--- config.mk ---
export PLATFORM = sky130hd
export DESIGN_NAME = updown_reload_timer
export DESIGN_NICKNAME = d
export VERILOG_FILES = /design/src/rtl/tmr_pkg.sv /design/src/rtl/tmr_pin_sampler.sv /design/src/rtl/tmr_count_core.sv /design/src/rtl/tmr_flag_unit.sv /design/src/rtl/updown_reload_timer.sv
export SDC_FILE = /design/constraint.sdc
export NUM_CORES = 1
export LEC_CHECK = 0
export ABC_CLOCK_PERIOD_IN_PS = 3000
export BUFFER_PORTS_ARGS = -buffer_cell sky130_fd_sc_hd__buf_2
export CAP_MARGIN = 40
export CORE_MARGIN = 5
export CORE_UTILIZATION = 50
export CTS_CLUSTER_SIZE = 14
export DETAILED_ROUTE_END_ITERATION = 10
export GPL_TIMING_DRIVEN = 0
export PLACE_DENSITY_LB_ADDON = 0.3
export SETUP_SLACK_MARGIN = 0.4
export SLEW_MARGIN = 20
export SYNTH_ARGS = -nofsm -noshare
export SYNTH_HDL_FRONTEND = slang
export SYNTH_SLANG_ARGS = --single-unit
--- constraint.sdc ---
create_clock -name clk -period 3 [get_ports clk]
set_input_delay 0.3 -clock clk [delete_from_list [all_inputs] [get_ports clk]]
set_output_delay 0.3 -clock clk [all_outputs]
set_load 0.01 [all_outputs]
--- src/rtl/tmr_pkg.sv ---
package tmr_pkg;
  typedef enum logic [1:0] {
    TM_RELOAD  = 2'd0,
    TM_CAPTURE = 2'd1,
    TM_UPDOWN  = 2'd2,
    TM_CLKOUT  = 2'd3
  } tmr_mode_e;
endpackage

--- src/rtl/tmr_pin_sampler.sv ---
module tmr_pin_sampler (
  input  logic clk,
  input  logic rst_n,
  input  logic tick_i,
  input  logic pin_i,
  output logic fall_o
);
  logic prev_q;

  always_ff @(posedge clk) begin
    if (!rst_n)      prev_q <= 1'b0;
    else if (tick_i) prev_q <= pin_i;
  end

  assign fall_o = tick_i && prev_q && !pin_i;

  AST_NO_BACK_TO_BACK_FALL: assert property (@(posedge clk) disable iff (!rst_n)
    fall_o |=> !fall_o);
endmodule

--- src/rtl/tmr_count_core.sv ---
module tmr_count_core
  import tmr_pkg::*;
#(
  parameter int W = 16
) (
  input  logic         clk,
  input  logic         rst_n,
  input  tmr_mode_e    mode_i,
  input  logic         step_i,
  input  logic         up_i,
  input  logic         ext_evt_i,
  input  logic         wr_cnt_i,
  input  logic [W-1:0] wr_cnt_data_i,
  input  logic         wr_cap_i,
  input  logic [W-1:0] wr_cap_data_i,
  output logic [W-1:0] cnt_o,
  output logic [W-1:0] cap_o,
  output logic         wrap_o,
  output logic         tog_o
);
  localparam logic [W-1:0] TOP = '1;
  localparam logic [W-1:0] ONE = W'(1);

  logic [W-1:0] cnt_q, cap_q, cnt_nxt;
  logic at_top, at_cap, down, ext_reload, ext_capture, count_go;
  logic tog_q;

  assign at_top      = (cnt_q == TOP);
  assign at_cap      = (cnt_q == cap_q);
  assign down        = (mode_i == TM_UPDOWN) && !up_i;
  assign ext_reload  = ext_evt_i && (mode_i == TM_RELOAD);
  assign ext_capture = ext_evt_i && (mode_i == TM_CAPTURE);
  assign count_go    = step_i && !wr_cnt_i && !ext_reload;
  assign wrap_o      = count_go && (down ? at_cap : at_top);

  always_comb begin
    if (down)                                 cnt_nxt = wrap_o ? TOP : cnt_q - ONE;
    else if (wrap_o && mode_i != TM_CAPTURE)  cnt_nxt = cap_q;
    else                                      cnt_nxt = cnt_q + ONE;
  end

  always_ff @(posedge clk) begin
    if (!rst_n) begin
      cnt_q <= '0;
      cap_q <= '0;
      tog_q <= 1'b0;
    end else begin
      if (wr_cnt_i)        cnt_q <= wr_cnt_data_i;
      else if (ext_reload) cnt_q <= cap_q;
      else if (count_go)   cnt_q <= cnt_nxt;

      if (wr_cap_i)         cap_q <= wr_cap_data_i;
      else if (ext_capture) cap_q <= cnt_q;

      if (wrap_o && mode_i == TM_CLKOUT) tog_q <= ~tog_q;
    end
  end

  assign cnt_o = cnt_q;
  assign cap_o = cap_q;
  assign tog_o = tog_q;

  AST_UP_RELOAD: assert property (@(posedge clk) disable iff (!rst_n)
    (step_i && !wr_cnt_i && !ext_evt_i && mode_i == TM_RELOAD && cnt_q == TOP)
      |=> cnt_q == $past(cap_q));
  AST_DOWN_UNDERFLOW: assert property (@(posedge clk) disable iff (!rst_n)
    (step_i && !wr_cnt_i && mode_i == TM_UPDOWN && !up_i && cnt_q == cap_q)
      |=> cnt_q == TOP);
  AST_CLKOUT_TOGGLE: assert property (@(posedge clk) disable iff (!rst_n)
    (wrap_o && mode_i == TM_CLKOUT) |=> tog_q != $past(tog_q));
  AST_WRITE_WINS: assert property (@(posedge clk) disable iff (!rst_n)
    wr_cnt_i |=> cnt_q == $past(wr_cnt_data_i));
endmodule

--- src/rtl/tmr_flag_unit.sv ---
module tmr_flag_unit
  import tmr_pkg::*;
(
  input  logic      clk,
  input  logic      rst_n,
  input  tmr_mode_e mode_i,
  input  logic      wrap_i,
  input  logic      ext_evt_i,
  input  logic      tf_clr_i,
  input  logic      exf_clr_i,
  output logic      tf_o,
  output logic      exf_o,
  output logic      irq_o
);
  logic tf_q, exf_q;

  always_ff @(posedge clk) begin
    if (!rst_n) begin
      tf_q  <= 1'b0;
      exf_q <= 1'b0;
    end else begin
      if (wrap_i && mode_i != TM_CLKOUT) tf_q <= 1'b1;
      else if (tf_clr_i)                 tf_q <= 1'b0;

      if (mode_i == TM_UPDOWN && wrap_i) exf_q <= ~exf_q;
      else if (ext_evt_i)                exf_q <= 1'b1;
      else if (exf_clr_i)                exf_q <= 1'b0;
    end
  end

  assign tf_o  = tf_q;
  assign exf_o = exf_q;
  assign irq_o = tf_q || (exf_q && mode_i != TM_UPDOWN);

  AST_TF_STICKY: assert property (@(posedge clk) disable iff (!rst_n)
    (tf_q && !tf_clr_i) |=> tf_q);
  AST_CLKOUT_NO_TF: assert property (@(posedge clk) disable iff (!rst_n)
    $rose(tf_q) |-> $past(mode_i) != TM_CLKOUT);
endmodule

--- src/rtl/updown_reload_timer.sv ---
module updown_reload_timer
  import tmr_pkg::*;
#(
  parameter int W = 16
) (
  input  logic         clk,
  input  logic         rst_n,
  input  logic         tick_i,
  input  logic         run_i,
  input  logic         cnt_src_ext_i,
  input  logic         ext_en_i,
  input  logic         dir_en_i,
  input  logic         clkout_en_i,
  input  logic         cap_sel_i,
  input  logic         cnt_pin_i,
  input  logic         aux_pin_i,
  input  logic         wr_cnt_i,
  input  logic [W-1:0] wr_cnt_data_i,
  input  logic         wr_cap_i,
  input  logic [W-1:0] wr_cap_data_i,
  input  logic         tf_clr_i,
  input  logic         exf_clr_i,
  output logic [W-1:0] cnt_o,
  output logic [W-1:0] cap_o,
  output logic         tf_o,
  output logic         exf_o,
  output logic         irq_o,
  output logic         clk_out_o
);
  tmr_mode_e mode;
  logic cnt_fall, aux_fall, step, ext_evt, wrap, tog;

  always_comb begin
    if (clkout_en_i)    mode = TM_CLKOUT;
    else if (dir_en_i)  mode = TM_UPDOWN;
    else if (cap_sel_i) mode = TM_CAPTURE;
    else                mode = TM_RELOAD;
  end

  tmr_pin_sampler u_cnt_pin (
    .clk(clk), .rst_n(rst_n), .tick_i(tick_i), .pin_i(cnt_pin_i), .fall_o(cnt_fall));
  tmr_pin_sampler u_aux_pin (
    .clk(clk), .rst_n(rst_n), .tick_i(tick_i), .pin_i(aux_pin_i), .fall_o(aux_fall));

  assign step    = run_i && (cnt_src_ext_i ? cnt_fall : tick_i);
  assign ext_evt = aux_fall && ext_en_i && (mode != TM_UPDOWN);

  tmr_count_core #(.W(W)) u_core (
    .clk(clk), .rst_n(rst_n), .mode_i(mode), .step_i(step), .up_i(aux_pin_i),
    .ext_evt_i(ext_evt), .wr_cnt_i(wr_cnt_i), .wr_cnt_data_i(wr_cnt_data_i),
    .wr_cap_i(wr_cap_i), .wr_cap_data_i(wr_cap_data_i),
    .cnt_o(cnt_o), .cap_o(cap_o), .wrap_o(wrap), .tog_o(tog));

  tmr_flag_unit u_flags (
    .clk(clk), .rst_n(rst_n), .mode_i(mode), .wrap_i(wrap), .ext_evt_i(ext_evt),
    .tf_clr_i(tf_clr_i), .exf_clr_i(exf_clr_i),
    .tf_o(tf_o), .exf_o(exf_o), .irq_o(irq_o));

  assign clk_out_o = clkout_en_i && tog;

  AST_UPDOWN_EXF_QUIET: assert property (@(posedge clk) disable iff (!rst_n)
    (mode == TM_UPDOWN && !tf_o) |-> !irq_o);
endmodule

# Yosys cells after proc, flatten, opt, wreduce, memory -nomap -nowiden
# Index checks and enable logic that the tools add are counted.
[totals]
reg_bits = 37
elab_cells = 66
[op_classes]
muxes = 18
add_sub_neg = 2
n_eq_ne = 8
n_reduce_logical = 29
bitwise = 2
[ops]
columns = ["op", "count"]
rows = [
  ["2-to-1 mux 16 bit", 8],
  ["logical AND 1 bit", 19],
  ["adder 16 x 1 -> 16 bit, second input constant", 1],
  ["== test 16 bit", 1],
  ["== test 16 bit, second input constant", 1],
  ["subtractor 16 x 1 -> 16 bit, second input constant", 1],
  ["2-to-1 mux 1 bit", 8],
  ["nonzero test 3 bit", 2],
  ["== test 2 bit, second input constant", 2],
  ["logical NOT 1 bit", 4],
  ["2-to-1 mux 2 bit", 2],
  ["inequality test 2 bit, second input constant", 2],
  ["nonzero test 2 bit", 2],
  ["== test 2 x 1 -> 1 bit, second input constant", 1],
  ["logical NOT 2 bit", 1],
  ["inequality test 2 x 1 -> 1 bit, second input constant", 1],
  ["NOT 1 bit", 2],
  ["logical OR 1 bit", 1],
]

# Longest topological paths before layout
[logic_depth]
ltp_word = 15
depth_mapped = 11
depth_no_buf = 9

# Cells and area by module
# Synthesis repeated with hierarchy kept, for this count alone.
[unflattened]
hier_cells = 473
hier_area_um2 = 3400.8
[by_module_without_submodules]
columns = ["mod", "cells_per_inst", "seq_area_each_um2", "area_per_inst_um2", "instances"]
rows = [
  ["tmr_count_core", 447, 660.6, 3149.3, 1],
  ["tmr_flag_unit", 11, 40.0, 108.9, 1],
  ["tmr_pin_sampler", 4, 20.0, 46.3, 2],
  ["updown_reload_timer", 7, 0.0, 50.0, 1],
]

# Worst setup path after synthesis
# OpenSTA, ideal clock, no wires.
[synth_timing]
path_type = "input to register"
from = "in clkout_en_i"
to = "reg u_core.cnt_q[4], in the netlist u_core.cnt_o[4]"
path_stages = 11
arrival_time_ps = 2202
path_slack_ps = 666
n_path_buf = 3
setup_time_ps = 132
required_time_ps = 2868
path_cell_list = "buf_6 -> or3b_4 -> buf_6 -> o21ai_1 -> o21ai_1 -> nor4_2 -> and4_1 -> buf_4 -> a21oi_1 -> a211oi_1 -> o41ai_2"
[synth_between]
elab_chain_len = 13
elab_cells_between_ends = 20
[synth_lines]
columns = ["item", "line", "source"]
rows = [
  ["start, declared", "updown_reload_timer.sv:13", "input logic clkout_en_i,"],
  ["2-to-1 mux 2 bit *", "updown_reload_timer.sv:34", "if (clkout_en_i) mode = TM_CLKOUT;"],
  ["inequality test 2 bit", "updown_reload_timer.sv:46", "assign ext_evt = aux_fall && ext_en_i && (mode != TM_UPDOWN);"],
  ["logical AND 1 bit", "updown_reload_timer.sv:46", ""],
  ["logical AND 1 bit", "tmr_count_core.sv:31", "assign ext_reload = ext_evt_i && (mode_i == TM_RELOAD);"],
  ["logical NOT 1 bit", "tmr_count_core.sv:33", "assign count_go = step_i && !wr_cnt_i && !ext_reload;"],
  ["logical AND 1 bit", "tmr_count_core.sv:33", ""],
  ["logical AND 1 bit", "tmr_count_core.sv:34", "assign wrap_o = count_go && (down ? at_cap : at_top);"],
  ["logical AND 1 bit", "tmr_count_core.sv:38", "else if (wrap_o && mode_i != TM_CAPTURE) cnt_nxt = cap_q;"],
  ["2-to-1 mux 16 bit", "tmr_count_core.sv:38", ""],
  ["2-to-1 mux 16 bit", "tmr_count_core.sv:37", "if (down) cnt_nxt = wrap_o ? TOP : cnt_q - ONE;"],
  ["2-to-1 mux 16 bit", "tmr_count_core.sv:50", "else if (count_go) cnt_q <= cnt_nxt;"],
  ["2-to-1 mux 16 bit", "tmr_count_core.sv:49", "else if (ext_reload) cnt_q <= cap_q;"],
  ["2-to-1 mux 16 bit", "tmr_count_core.sv:48", "if (wr_cnt_i) cnt_q <= wr_cnt_data_i;"],
  ["end signal, assigned", "tmr_count_core.sv:48", ""],
  ["end signal, assigned", "tmr_count_core.sv:49", ""],
  ["end signal, assigned", "tmr_count_core.sv:50", ""],
  ["end, declared", "tmr_count_core.sv:24", "logic [W-1:0] cnt_q, cap_q, cnt_nxt;"],
]
# Mark *: on every way between the ends. The rest lies on a longest branch, timed or not. The select of a mux whose other input is x is not followed.
# A chain may end at the register's enable or synchronous reset.

# Final worst setup path
[layout_timing]
from = "reg u_core.cnt_q[0], in the netlist u_core.cnt_o[0]"
to = "reg u_core.cnt_q[11], in the netlist u_core.cnt_o[11]"
[layout_between]
elab_chain_len = 9
elab_cells_between_ends = 13
[layout_lines]
columns = ["item", "line"]
rows = [
  ["parallel branches: the longest is 5 deep, another holds adder 16 x 1 -> 16 bit", "n/a"],
  ["2-to-1 mux 16 bit *", "tmr_count_core.sv:37"],
  ["2-to-1 mux 16 bit *", "tmr_count_core.sv:50"],
  ["2-to-1 mux 16 bit *", "tmr_count_core.sv:49"],
  ["2-to-1 mux 16 bit *", "tmr_count_core.sv:48"],
]
# Mark *: on every way between the ends. The select of a mux whose other input is x is not followed.

==> impl_metrics.csv <==
group,metric,value,unit
sta,fin_worst_skew,0.01289,ns
cells_and_area,layout.filler_cells,578,
cts,worst_setup_hold_path_clk_slew,0.09,ns
detailed_routing,route.detailed.drc,0,
pwr,ir_worst_vdd,283.0,uV
setup_path,worstSetupStartpointType,"register",
synth,synth.distinct_cells,62,
grt,pin_count_of_the_biggest_net_entering_global_routing,13,
synth,dominant_combinational_cell_family_by_area_after_synthesis,"simple AND/OR/NAND/NOR gates",
detailed_routing,first_iter_violations,426,
cts,cts_max_level,2,
grt,globalRouteMet2Util,44.94,%
synth,yosys-top-cells-count,"nor2_1 (57), dfxtp_1 (37), a21oi_1 (33)",
detailed_routing,detail_route.wl_per_cell,19.54,um
pwr,power.density,399.1,mW/mm2
synth,basic_gate_share_of_the_synthesized_area_counting_and_or_nand_and_nor_cells,26.99,%
setup_path,timing.critical_path.arrival,2.76,ns
cells_and_area,stdcell_count,579,
grt,wire_length_of_the_first_global_routing_pass,17860,um
sta,maxSlewViolCount,0,
setup_path,worst_ep_required_time,3.20,ns
run_status,run_status,"finished clean",
synth,synthXorXnorAreaFrac,8.313,%
synth,postSynthAreaPerCell,7.398,um2
synth,synth_top_cell_by_area,"dfxtp_1",
detailed_routing,num_vias,3604,
grt,grt_most_used_layer,"met2",
detailed_routing,drt_pre_antenna_iters,5,
cts,clock_latency,0.30,ns
setup_path,worst-setup-path-type,"reg2reg",
cts,postCtsHoldBufs,0,
grt,met1_track_demand_over_resource_in_global_routing,41.06,%
floorplan,fp.dieArea,0.007774,mm2
floorplan,io_pins,83,
sta,fin_tns_setup,0,ns
cells_and_area,layout-area-overhead-vs-synth,23.71,%
place,place_hpwl,8429,um
detailed_routing,ant_nets,0,
synth,synthCells,413,
detailed_routing,total_wirelength_of_the_detailed_routed_design,11310,um
sta,max_slew_margin,52.47,%
floorplan,floorplan.rows,28,
cts,cts_buffer_depth,2,
grt,groute.usage.overall,29.49,%
min_path,hold_path.class,"in2reg",
sta,final.min_clock_period,2.556,ns
sta,finalHoldViolCount,0,
sta,grt_setup_unrepaired,"true",
place,placement.setup.worst_slack,0.1317,ns
cts,cts_bufs_inserted,5,
floorplan,placeableCoreArea,0.005921,mm2
grt,grt_util_met3,5.927,%
sta,finalSetupViolations,0,
synth,synth-adder-area-share,0.8190,%
synth,synth.top_cell.area_share,24.24,%
synth,synth_sequential_area_ratio,24.24,%
grt,number_of_antenna_violations_at_the_first_check_in_global_routing,0,
floorplan,die_w,88.17,um
cells_and_area,antenna_cells_inserted,0,
grt,globalRouteOverflowTotal,0,
synth,synth-edff-count,0,
place,gp_congestion,0.9860,
synth,synthArstFlopShare,0,%
synth,synth_compound_gate_area_share,26.90,%
setup_path,worstSetupEndpointType,"register",
synth,synth.area.mux_share,5.897,%
cells_and_area,final_layout_size_suffix_gt1_share,26.98,%
place,io_buffers,81,
run,drv.max_cap_violation_count,0,
floorplan,floorplan.die.height,88.17,um
sta,worst-slew-pin-transition,0.7104,ns
setup_path,critPathMaxFanout,10,
synth,synthesis.area,0.003055,mm2
synth,dominantRegCellSynth,"dfxtp_1",
synth,yosys_warnings,0,
detailed_routing,route.detailed.vias_per_inst,6.225,
floorplan,initial_core_util,51.61,%
place,dpl-instance-area,0.003560,mm2
synth,synth.most_common_cell,"nor2_1",
cells_and_area,nNetsFinal,552,
cells_and_area,fin_area,0.003780,mm2
sta,final_min_period_over_clock_period,85.20,%
cts,tritoncts,"built",
cts,clock-sinks,37,
place,placedCellCount,570,
sta,fin_ws,0.4441,ns
sta,timing.fmax,391.2,MHz
grt,first_global_vias,3458,
synth,ys_ff_latch,37,
pwr,total_leakage_power,1.556,nW
synth,synth_fp_nets,462,
cts,cts_root_buffer,"clkbuf_8",
synth,post_synth_main_area_contributors,"dfxtp_1 (24%), nor2_1 (7.0%), mux2i_1 (5.9%)",
## where the power goes
part	internal, mW	switching (mW)
logic	0.185	0.270
clock network	0.271	0.211
registers	0.526	0.0457
total	0.982	0.527
## stage by stage
stage                     power, mW  hold slack (ns)  utilization, %
after CTS                     1.486           0.2271           62.24
after floorplan              0.8514           0.4386               -
after global routing          1.583           0.2232           63.84
after detailed placement      1.006           0.5018           60.12
after global placement        1.001           0.4754           60.04
final                         1.508           0.2309           63.84
## final cells by class
type | instances | area [um2] | share of cell area, %
Clock inverter | 2 | 37.54 | 0.9930
Timing Repair Buffer | 83 | 417.9 | 11.06
Inverter | 11 | 41.29 | 1.092
Buffer | 37 | 178.9 | 4.734
Sequential cell | 37 | 742.0 | 19.63
Multi-Input combinational cell | 328 | 2186 | 57.83
Clock buffer | 6 | 82.58 | 2.185
Tap cell | 75 | 93.84 | 2.483
## placed cells by master (no fill, tap or decap), types with 3 or more instances in the layout
master and n:
buf_4 3, and2_1 5, nand2b_1 8, a211oi_1 3, a31oi_1 6, nand3_1 11
nor4_2 3, o21bai_1 3, buf_2 88, o2111ai_1 3, xor2_1 16, mux2i_1 18
xnor2_1 13, a21oi_1 33, inv_1 11, clkbuf_1 17, o22ai_1 7, or3_4 3
nor4_1 4, o221ai_1 5, clkbuf_8 6, a22oi_1 7, o21ai_0 22, o21ai_1 5
nand2_1 18, or3_1 5, and3_1 7, nand4_1 3, a221o_1 4, dfxtp_1 36
nor2_1 56, nor3_1 13, o31ai_1 3, clkbuf_2 8
## sequential cells by signal, summed over array words and instances (netlist names)
signal	flops
u_aux_pin.prev_q	1
u_cnt_pin.prev_q	1
u_core.cap_o	16
u_core.cnt_o	16
u_core.tog_o	1
u_flags.exf_o	1
u_flags.tf_o	1
## path summary, 6_finish.rpt
path,from,endpoint,slack [ns],cells past startpoint
worst max register to register,u_core.cnt_o[0],u_core.cnt_o[11],0.44,8
worst min register to register,u_aux_pin.prev_q,u_aux_pin.prev_q,0.52,2
worst min-delay path,wr_cap_data_i[14],u_core.cap_o[14],0.23,3
worst max-delay path,u_core.cnt_o[0],u_core.cnt_o[11],0.44,8
## logic make-up after synthesis
logic type               count (synthesis)
AO/OA/AOI/OAI                          124
XOR/XNOR                                29
adder cells (fa/ha/maj)                  2
buffers and inverters                   48
flip-flops                              37
multiplexers                            18
AND/OR/NAND/NOR                        155
## metal layers
layer | up-vias | wire length [um] | share of wire, %
met5 | - | 0 | 0
met4 | 0 | 291 | 2.6
met3 | 31 | 1337 | 12
met2 | 240 | 4988 | 44
met1 | 1643 | 4695 | 42
li1 | 1690 | - | -
## worst max-delay path: stages (launching register included)
cell,delay (ns)
dfxtp_1,0.32
buf_2,0.20
or3_1,0.43
or3_4,0.38
or3_4,0.38
nor2_1,0.15
xnor2_1,0.08
a211o_1,0.30
o22ai_1,0.23
## timing repair
| item | CTS | global route |
|---|---|---|
| setup endpoints to repair | 9 | 17 |
| setup buffers | 0 | 1 |
| gates resized for setup | 3 | 31 |
| cloned | 0 | 0 |
| pin swaps | 0 | 4 |
Note: power is estimated with default switching activity, not from simulation.
